## src/rtl/sc_pkg.sv

```systemverilog
package sc_pkg;

    localparam int XLEN = 32;
    localparam int RIDX = 5;
    localparam int IMMW = 16;
    localparam int JIDX = 26;

    typedef enum logic [5:0] {
        OPC_REG  = 6'h00,
        OPC_JMP  = 6'h02,
        OPC_BEQ  = 6'h04,
        OPC_LOAD = 6'h23,
        OPC_STOR = 6'h2B
    } opcode_e;

    typedef enum logic [5:0] {
        FN_ADD = 6'h20,
        FN_SUB = 6'h22,
        FN_AND = 6'h24,
        FN_OR  = 6'h25,
        FN_NOR = 6'h27,
        FN_SLT = 6'h2A
    } funct_e;

    typedef enum logic [1:0] {
        AOP_ADD   = 2'b00,
        AOP_SUB   = 2'b01,
        AOP_FIELD = 2'b10
    } aop_e;

    typedef enum logic [1:0] {
        OUT_AND = 2'b00,
        OUT_OR  = 2'b01,
        OUT_SUM = 2'b10,
        OUT_LT  = 2'b11
    } alu_out_e;

    typedef struct packed {
        logic     inv_a;
        logic     neg_b;
        alu_out_e out;
    } alu_ctl_t;

    typedef struct packed {
        logic dst_rd;
        logic b_imm;
        logic wb_mem;
        logic rf_wr;
        logic mem_rd;
        logic mem_wr;
        logic is_beq;
        logic is_jmp;
        aop_e aop;
    } ctrl_t;

    typedef struct packed {
        logic [5:0]      op;
        logic [RIDX-1:0] rs;
        logic [RIDX-1:0] rt;
        logic [RIDX-1:0] rd;
        logic [4:0]      shamt;
        logic [5:0]      fn;
    } ifields_t;

    function automatic logic [XLEN-1:0] sext_imm(input logic [IMMW-1:0] v);
        return {{(XLEN-IMMW){v[IMMW-1]}}, v};
    endfunction

    function automatic logic [XLEN-1:0] far_target(input logic [XLEN-1:0] seq_pc,
                                                   input logic [JIDX-1:0] idx);
        return {seq_pc[XLEN-1:JIDX+2], idx, 2'b00};
    endfunction

endpackage

```

## src/rtl/sc_decode.sv

```systemverilog
module sc_decode
    import sc_pkg::*;
(
    input  logic [5:0] opcode,
    output ctrl_t      ctrl
);
    always_comb begin
        ctrl = '0;
        ctrl.aop = AOP_ADD;
        case (opcode)
            OPC_REG: begin
                ctrl.dst_rd = 1'b1;
                ctrl.rf_wr  = 1'b1;
                ctrl.aop    = AOP_FIELD;
            end
            OPC_LOAD: begin
                ctrl.b_imm  = 1'b1;
                ctrl.wb_mem = 1'b1;
                ctrl.rf_wr  = 1'b1;
                ctrl.mem_rd = 1'b1;
            end
            OPC_STOR: begin
                ctrl.b_imm  = 1'b1;
                ctrl.mem_wr = 1'b1;
            end
            OPC_BEQ: begin
                ctrl.is_beq = 1'b1;
                ctrl.aop    = AOP_SUB;
            end
            OPC_JMP: begin
                ctrl.is_jmp = 1'b1;
            end
            default: ctrl = '0;
        endcase
    end
endmodule

```

## src/rtl/sc_alu.sv

```systemverilog
module sc_alu
    import sc_pkg::*;
#(
    parameter int W = XLEN
) (
    input  aop_e         aop,
    input  logic [5:0]   fn,
    input  logic [4:0]   shamt,
    input  logic [W-1:0] a,
    input  logic [W-1:0] b,
    output logic [W-1:0] y,
    output logic         zero,
    output logic         fn_ok
);
    alu_ctl_t       cs;
    logic [W-1:0]   a_m, b_m, sum;
    logic           lt;

    always_comb begin
        cs    = '{inv_a: 1'b0, neg_b: 1'b0, out: OUT_SUM};
        fn_ok = 1'b1;
        case (aop)
            AOP_ADD: cs = '{inv_a: 1'b0, neg_b: 1'b0, out: OUT_SUM};
            AOP_SUB: cs = '{inv_a: 1'b0, neg_b: 1'b1, out: OUT_SUM};
            AOP_FIELD: begin
                fn_ok = (shamt == 5'd0);
                case (fn)
                    FN_ADD: cs = '{inv_a: 1'b0, neg_b: 1'b0, out: OUT_SUM};
                    FN_SUB: cs = '{inv_a: 1'b0, neg_b: 1'b1, out: OUT_SUM};
                    FN_AND: cs = '{inv_a: 1'b0, neg_b: 1'b0, out: OUT_AND};
                    FN_OR:  cs = '{inv_a: 1'b0, neg_b: 1'b0, out: OUT_OR};
                    FN_NOR: cs = '{inv_a: 1'b1, neg_b: 1'b1, out: OUT_AND};
                    FN_SLT: cs = '{inv_a: 1'b0, neg_b: 1'b1, out: OUT_LT};
                    default: fn_ok = 1'b0;
                endcase
            end
            default: fn_ok = 1'b0;
        endcase
    end

    always_comb begin
        a_m  = cs.inv_a ? ~a : a;
        b_m  = cs.neg_b ? ~b : b;
        sum  = a_m + b_m + {{(W-1){1'b0}}, cs.neg_b};
        lt   = (a[W-1] ^ b[W-1]) ? a[W-1] : sum[W-1];
        case (cs.out)
            OUT_AND: y = a_m & b_m;
            OUT_OR:  y = a_m | b_m;
            OUT_SUM: y = sum;
            OUT_LT:  y = {{(W-1){1'b0}}, lt};
            default: y = sum;
        endcase
        zero = (y == '0);
    end
endmodule

```

## src/rtl/sc_regfile.sv

```systemverilog
module sc_regfile
    import sc_pkg::*;
#(
    parameter int NREG = 32,
    parameter int W    = XLEN,
    localparam int AW  = $clog2(NREG)
) (
    input  logic          clk,
    input  logic          rst,
    input  logic [AW-1:0] ra_addr,
    output logic [W-1:0]  ra_data,
    input  logic [AW-1:0] rb_addr,
    output logic [W-1:0]  rb_data,
    input  logic          we,
    input  logic [AW-1:0] wa,
    input  logic [W-1:0]  wd
);
    logic [W-1:0] regs [NREG];

    assign regs[0] = '0;

    for (genvar i = 1; i < NREG; i++) begin : g_reg
        always_ff @(posedge clk) begin
            if (rst)
                regs[i] <= '0;
            else if (we && (wa == AW'(i)))
                regs[i] <= wd;
        end
    end

    assign ra_data = regs[ra_addr];
    assign rb_data = regs[rb_addr];

    assert_r0_reads_zero_R4: assert property (@(posedge clk) disable iff (rst)
        (ra_addr == '0) |-> (ra_data == '0));
    assert_r0_write_dropped_R4: assert property (@(posedge clk) disable iff (rst)
        (we && wa == '0 && rb_addr == '0) |=> (rb_addr != '0) || (rb_data == '0));
endmodule

```

## src/rtl/sc_core.sv

```systemverilog
module sc_core
    import sc_pkg::*;
#(
    parameter int NREG = 32
) (
    input  logic            clk,
    input  logic            rst,
    output logic [XLEN-1:0] imem_addr,
    input  logic [XLEN-1:0] imem_rdata,
    output logic [XLEN-1:0] dmem_addr,
    output logic [XLEN-1:0] dmem_wdata,
    output logic            dmem_we,
    output logic            dmem_re,
    input  logic [XLEN-1:0] dmem_rdata
);
    localparam int ISTEP = 4;

    logic [XLEN-1:0] pc_q, pc_seq, pc_nxt, br_tgt, jmp_tgt;
    ifields_t        f;
    logic [IMMW-1:0] imm;
    logic [JIDX-1:0] jidx;
    ctrl_t           ctrl;
    logic [XLEN-1:0] rs_val, rt_val, imm_x, alu_b, alu_y, wb_val;
    logic            alu_zero, fn_ok, rf_we, br_take;
    logic [RIDX-1:0] wr_idx;

    assign f    = imem_rdata;
    assign imm  = imem_rdata[IMMW-1:0];
    assign jidx = imem_rdata[JIDX-1:0];

    sc_decode u_dec (
        .opcode (f.op),
        .ctrl   (ctrl)
    );

    sc_regfile #(.NREG(NREG), .W(XLEN)) u_rf (
        .clk     (clk),
        .rst     (rst),
        .ra_addr (f.rs),
        .ra_data (rs_val),
        .rb_addr (f.rt),
        .rb_data (rt_val),
        .we      (rf_we),
        .wa      (wr_idx),
        .wd      (wb_val)
    );

    assign imm_x = sext_imm(imm);
    assign alu_b = ctrl.b_imm ? imm_x : rt_val;

    sc_alu #(.W(XLEN)) u_alu (
        .aop   (ctrl.aop),
        .fn    (f.fn),
        .shamt (f.shamt),
        .a     (rs_val),
        .b     (alu_b),
        .y     (alu_y),
        .zero  (alu_zero),
        .fn_ok (fn_ok)
    );

    assign wr_idx = ctrl.dst_rd ? f.rd : f.rt;
    assign wb_val = ctrl.wb_mem ? dmem_rdata : alu_y;
    assign rf_we  = ctrl.rf_wr && fn_ok;

    assign dmem_addr  = alu_y;
    assign dmem_wdata = rt_val;
    assign dmem_we    = ctrl.mem_wr;
    assign dmem_re    = ctrl.mem_rd;

    assign pc_seq  = pc_q + XLEN'(ISTEP);
    assign br_tgt  = pc_seq + (imm_x << 2);
    assign jmp_tgt = far_target(pc_seq, jidx);
    assign br_take = ctrl.is_beq && alu_zero;

    always_comb begin
        if (ctrl.is_jmp)
            pc_nxt = jmp_tgt;
        else if (br_take)
            pc_nxt = br_tgt;
        else
            pc_nxt = pc_seq;
    end

    always_ff @(posedge clk) begin
        if (rst)
            pc_q <= '0;
        else
            pc_q <= pc_nxt;
    end

    assign imem_addr = pc_q;

    assert_seq_advance_R2: assert property (@(posedge clk) disable iff (rst)
        (!ctrl.is_jmp && !br_take) |=> (pc_q == $past(pc_q) + XLEN'(ISTEP)));
    assert_beq_equal_taken_R7: assert property (@(posedge clk) disable iff (rst)
        (ctrl.is_beq && rs_val == rt_val) |=>
            (pc_q == $past(pc_q) + XLEN'(ISTEP) + ($past(imm_x) << 2)));
    assert_jump_region_R8: assert property (@(posedge clk) disable iff (rst)
        ctrl.is_jmp |=> (pc_q[1:0] == 2'b00) &&
            (pc_q[XLEN-1:JIDX+2] == $past(pc_seq[XLEN-1:JIDX+2])));
    assert_strobe_excl_R10: assert property (@(posedge clk) disable iff (rst)
        !(dmem_we && (rf_we || dmem_re)));
    assert_no_write_bad_op_R9: assert property (@(posedge clk) disable iff (rst)
        (f.op == OPC_REG && f.shamt != 5'd0) |-> !rf_we);
endmodule

```

## config.mk

```make
export PLATFORM = sky130hd
export DESIGN_NAME = sc_core
export DESIGN_NICKNAME = d
export VERILOG_FILES = /design/src/rtl/sc_pkg.sv /design/src/rtl/sc_decode.sv /design/src/rtl/sc_alu.sv /design/src/rtl/sc_regfile.sv /design/src/rtl/sc_core.sv
export SDC_FILE = /design/constraint.sdc
export NUM_CORES = 2
export LEC_CHECK = 0
export BUFFER_PORTS_ARGS = -buffer_cell sky130_fd_sc_hd__clkbuf_2
export CAP_MARGIN = 5
export CELL_PAD_IN_SITES_DETAIL_PLACEMENT = 0
export CELL_PAD_IN_SITES_GLOBAL_PLACEMENT = 1
export CORE_UTILIZATION = 25
export DETAILED_ROUTE_END_ITERATION = 12
export PLACE_DENSITY = 0.49
export SETUP_SLACK_MARGIN = 0.15
export SKIP_CTS_REPAIR_TIMING = 1
export SLEW_MARGIN = 20
export SYNTH_ARGS = -nofsm -noshare
export SYNTH_HDL_FRONTEND = slang
export SYNTH_SLANG_ARGS = --single-unit
```

## constraint.sdc

```tcl
create_clock -name clk -period 8.9 [get_ports clk]
set_input_delay 0.89 -clock clk [delete_from_list [all_inputs] [get_ports clk]]
set_output_delay 0.89 -clock clk [all_outputs]
set_load 0.01 [all_outputs]
```

==> flow_metrics.env <==
export IMPL_io_pins=164
export IMPL_vias=51815
export IMPL_rsz0062_at_grt="no"
export IMPL_portBuffers=161
export IMPL_max_freq_mhz=125
export IMPL_area_delta_synth_final_pct=15.5
export IMPL_netlist_instances=6671
export IMPL_track_usage=0.228
export IMPL_final_period_utilization=0.896
export IMPL_ys_ff_latch=1022
export IMPL_synthFlopType="dfxtp_1"
export IMPL_dieWidth_um=485
export IMPL_wl_per_cell_um=28.3
export IMPL_tightest_slew_ns=1.15
export IMPL_worst_slack_ns=0.929
export IMPL_cts_sinks=1022
export IMPL_cts_tree="yes"
export IMPL_numCtsBuffers=119
export IMPL_rows=177
export IMPL_r2r_end="imem_addr[14]"
export IMPL_drv_cap=0
export IMPL_ir_drop_mv=0.160
export IMPL_syn_cell_area_um2=58400
export IMPL_max_stage_delay_ns=0.55
export IMPL_grt_pass1_wl_um=388000
export IMPL_reg2reg_depth=24
export IMPL_synth_edf_count=0
export IMPL_leakage_nw=22.5
export IMPL_wl_um=275000
export IMPL_hold_viol=0
export IMPL_insertion_delay_ns=0.80
export IMPL_relSlewSlack=0.235
export IMPL_htree_levels=3
export IMPL_post_route_drc_count=0
export IMPL_start_util=0.251
export IMPL_critPathCaptureType="primary output"
export IMPL_grt_max_degree=188
export IMPL_postRouteAntennaNets=0
export IMPL_synthArstFlopShare=0
export IMPL_finalSetupViolCount=0
export IMPL_final_min_clock_period_ns=7.97
export IMPL_min_delay_start="u_rf.regs[514]"
export IMPL_dr_first_iter_drc_count=4998
export IMPL_drt_pass1_iterations=5
export IMPL_clock_skew_ns=0.0612
export IMPL_die_h_um=485
export IMPL_start_kind="input port"
export IMPL_crit_path_cell_trace="buf_8 > buf_12 > buf_12 > mux4_2 > mux4_2 > mux2_2 > nor2_1 > nor2_1 > xor2_1 > ha_1 > a21o_1 > a21o_1 > a21oi_1 > o21ai_0 > a2111oi_0 > nor3_1 > or3_1 > o21ai_1 > xor2_1 > maj3_1 > o21ai_0 > clkbuf_2"
export IMPL_r2r_slack_ns=1.83
export IMPL_power_density_nw_per_um2=158
export IMPL_syn_area_per_cell_um2=8.75
export IMPL_ys_seq_area_frac=0.351
export IMPL_vias_per_cell=5.34
export IMPL_tns_ns=0
export IMPL_grt_overflow=0
export IMPL_die_area_um2=235000
export IMPL_r2r_start="u_rf.regs[96]"
export IMPL_pre_cts_slack_ns=0.492
export IMPL_antenna_found_initial=8
export IMPL_hold_end="u_rf.regs[514]"
export IMPL_cts_max_path_buffers=3
export IMPL_path_max_fanout=45
export IMPL_min_path_cells=2
export IMPL_nFillCells=24410
export IMPL_ys_warn_count=0
export IMPL_core_um2=232000
export IMPL_worst_hold_slack_ns=0.465
export IMPL_hold_class="flip-flop to flip-flop"
export IMPL_drive_above_1_share=0.209
export IMPL_grt_pass1_vias=50036
export IMPL_worstPathRequired_ns=8.01
export IMPL_cts_root_buf="clkbuf_16"
export IMPL_drv_slew=0
export IMPL_critPathKind="input port to primary output"
export IMPL_gp_congestion=0.864
export IMPL_dpl_hpwl_um=169000
export IMPL_yosysUniqueCellTypes=88
export IMPL_status="completed"
export IMPL_critical_path_slowest_cell="mux4_2"
export IMPL_clkTransAtPathRegs_ns=0.06
export IMPL_nNetsFinal=6726
export IMPL_critPathArrivalTime_ns=7.08
how the worst max path moves through the flow:
stage              startpoint       endpoint  slack, ns  depth (start not counted)
5_1_grt        imem_rdata[16]   dmem_addr[0]       0.59                         22
6_report       imem_rdata[16]   dmem_addr[0]       0.93                         22
2_1_floorplan  imem_rdata[16]   dmem_addr[0]       0.91                         24
3_3_place_gp   imem_rdata[16]  imem_addr[21]       0.51                         26
4_1_cts        imem_rdata[16]   dmem_addr[0]        1.0                         22
3_5_place_dp   imem_rdata[16]  imem_addr[21]       0.49                         26
critical path, delay by kind of cell:
| family | cells | cell delay, ns |
|---|---|---|
| fa+ha+maj | 2 | 0.76 |
| buf+inv | 4 | 1.27 |
| xor+xnor | 2 | 0.30 |
| mux | 3 | 1.40 |
| compound gates | 7 | 1.71 |
| simple gates | 4 | 0.63 |
routing by layer:
layer,track usage,vias to the layer above,share of wire
met5,0,-,0.000044
met4,0.0560,2,0.022
met1,0.314,26510,0.45
met2,0.370,1831,0.46
li1,-,23153,-
met3,0.0346,319,0.066
through the flow:
step           cells  instance area [µm²]   util  power, W
4_1_cts         9697                67400  0.290    0.0108
3_3_place_gp    9478                63200  0.272   0.00544
6_report        9705                67400  0.290    0.0106
2_1_floorplan   6672                58400      -   0.00513
3_5_place_dp    9482                63300  0.272   0.00544
5_1_grt         9697                67400  0.290    0.0110
power breakdown:
group | switching (W) | internal (W) | total (W)
registers | 0.00000447 | 0.00458 | 0.00458
logic | 0.000519 | 0.000237 | 0.000756
clock network | 0.00222 | 0.00309 | 0.00531
total | 0.00274 | 0.00790 | 0.0106
registers in the layout, indices dropped and copies added (netlist names):
signal and count:
u_rf.regs 992, imem_addr 30
layout by cell type (no fill, tap or decap), drive strengths merged, types with 9 or more instances in the layout:
| cell | n |
|---|---|
| a211oi | 12 |
| a21o | 24 |
| a21oi | 1063 |
| a22o | 64 |
| and2 | 9 |
| and3 | 17 |
| and4 | 12 |
| buf | 234 |
| bufinv | 13 |
| clkbuf | 320 |
| clkinv | 29 |
| dfxtp | 1022 |
| ha | 98 |
| inv | 96 |
| mux2 | 120 |
| mux2i | 61 |
| mux4 | 563 |
| nand2 | 2096 |
| nand2b | 26 |
| nand3 | 63 |
| nand4 | 17 |
| nor2 | 236 |
| nor2b | 11 |
| nor3 | 33 |
| nor4 | 17 |
| o211ai | 12 |
| o21a | 16 |
| o21ai | 60 |
| o21bai | 9 |
| o22ai | 28 |
| or3 | 26 |
| xnor2 | 78 |
| xor2 | 56 |
cell families after synthesis:
family / count (synthesis) / share of synthesized area
AOI/OAI and AO/OA: 1350 / 0.128
xor gates and xnor gates: 134 / 0.0201
adders and majority gates: 101 / 0.0219
buffers and inverters: 714 / 0.0470
DFF: 1022 / 0.351
muxes: 744 / 0.251
other: 1 / 0.0000642
and+or+nand+nor: 2605 / 0.181
cell usage after synthesis, types with 5 or more instances:
| cell type | instances | area share |
|---|---|---|
| dfxtp_1 | 1022 | 0.35 |
| a211oi_1 | 12 | 0.0015 |
| mux4_2 | 561 | 0.22 |
| and2_1 | 9 | 0.00096 |
| nand2b_1 | 26 | 0.0028 |
| nor2b_1 | 11 | 0.0012 |
| o211ai_1 | 12 | 0.0015 |
| nor2_1 | 236 | 0.015 |
| nand3b_1 | 8 | 0.0010 |
| mux2i_1 | 61 | 0.010 |
| nand3_1 | 63 | 0.0054 |
| and3_1 | 17 | 0.0018 |
| and4_1 | 12 | 0.0018 |
| o21a_1 | 16 | 0.0021 |
| or2_2 | 7 | 0.00075 |
| buf_6 | 5 | 0.00096 |
| a31oi_1 | 8 | 0.00086 |
| o22ai_1 | 28 | 0.0030 |
| nor4_1 | 5 | 0.00054 |
| ha_1 | 98 | 0.021 |
| o21ai_0 | 57 | 0.0049 |
| buf_1 | 83 | 0.0053 |
| nor3_1 | 32 | 0.0027 |
| clkbuf_1 | 518 | 0.033 |
| nand2_1 | 2096 | 0.13 |
| inv_1 | 94 | 0.0060 |
| buf_2 | 8 | 0.00069 |
| nor4_2 | 11 | 0.0024 |
| a21o_1 | 24 | 0.0031 |
| mux2_2 | 117 | 0.023 |
| nand4_1 | 16 | 0.0017 |
| xor2_1 | 56 | 0.0084 |
| a21oi_1 | 1063 | 0.091 |
| o31ai_1 | 5 | 0.00064 |
| a22o_1 | 64 | 0.0096 |
| or3_1 | 26 | 0.0028 |
| o21bai_1 | 8 | 0.0010 |
| xnor2_1 | 78 | 0.012 |
| nand4b_1 | 6 | 0.00090 |
cell type report:
cell class / count / area, µm² / area share
Multi-Input combinational cell: 4936 / 35600 / 0.528
Sequential cell: 1022 / 20500 / 0.303
Tap cell: 3043 / 3810 / 0.0565
Clock buffer: 169 / 3480 / 0.0516
Timing Repair Buffer: 385 / 3040 / 0.0451
Clock inverter: 46 / 674 / 0.0100
Inverter: 96 / 360 / 0.00534
Antenna cell: 8 / 20.0 / 0.000297
(Power assumes the default switching activity.)
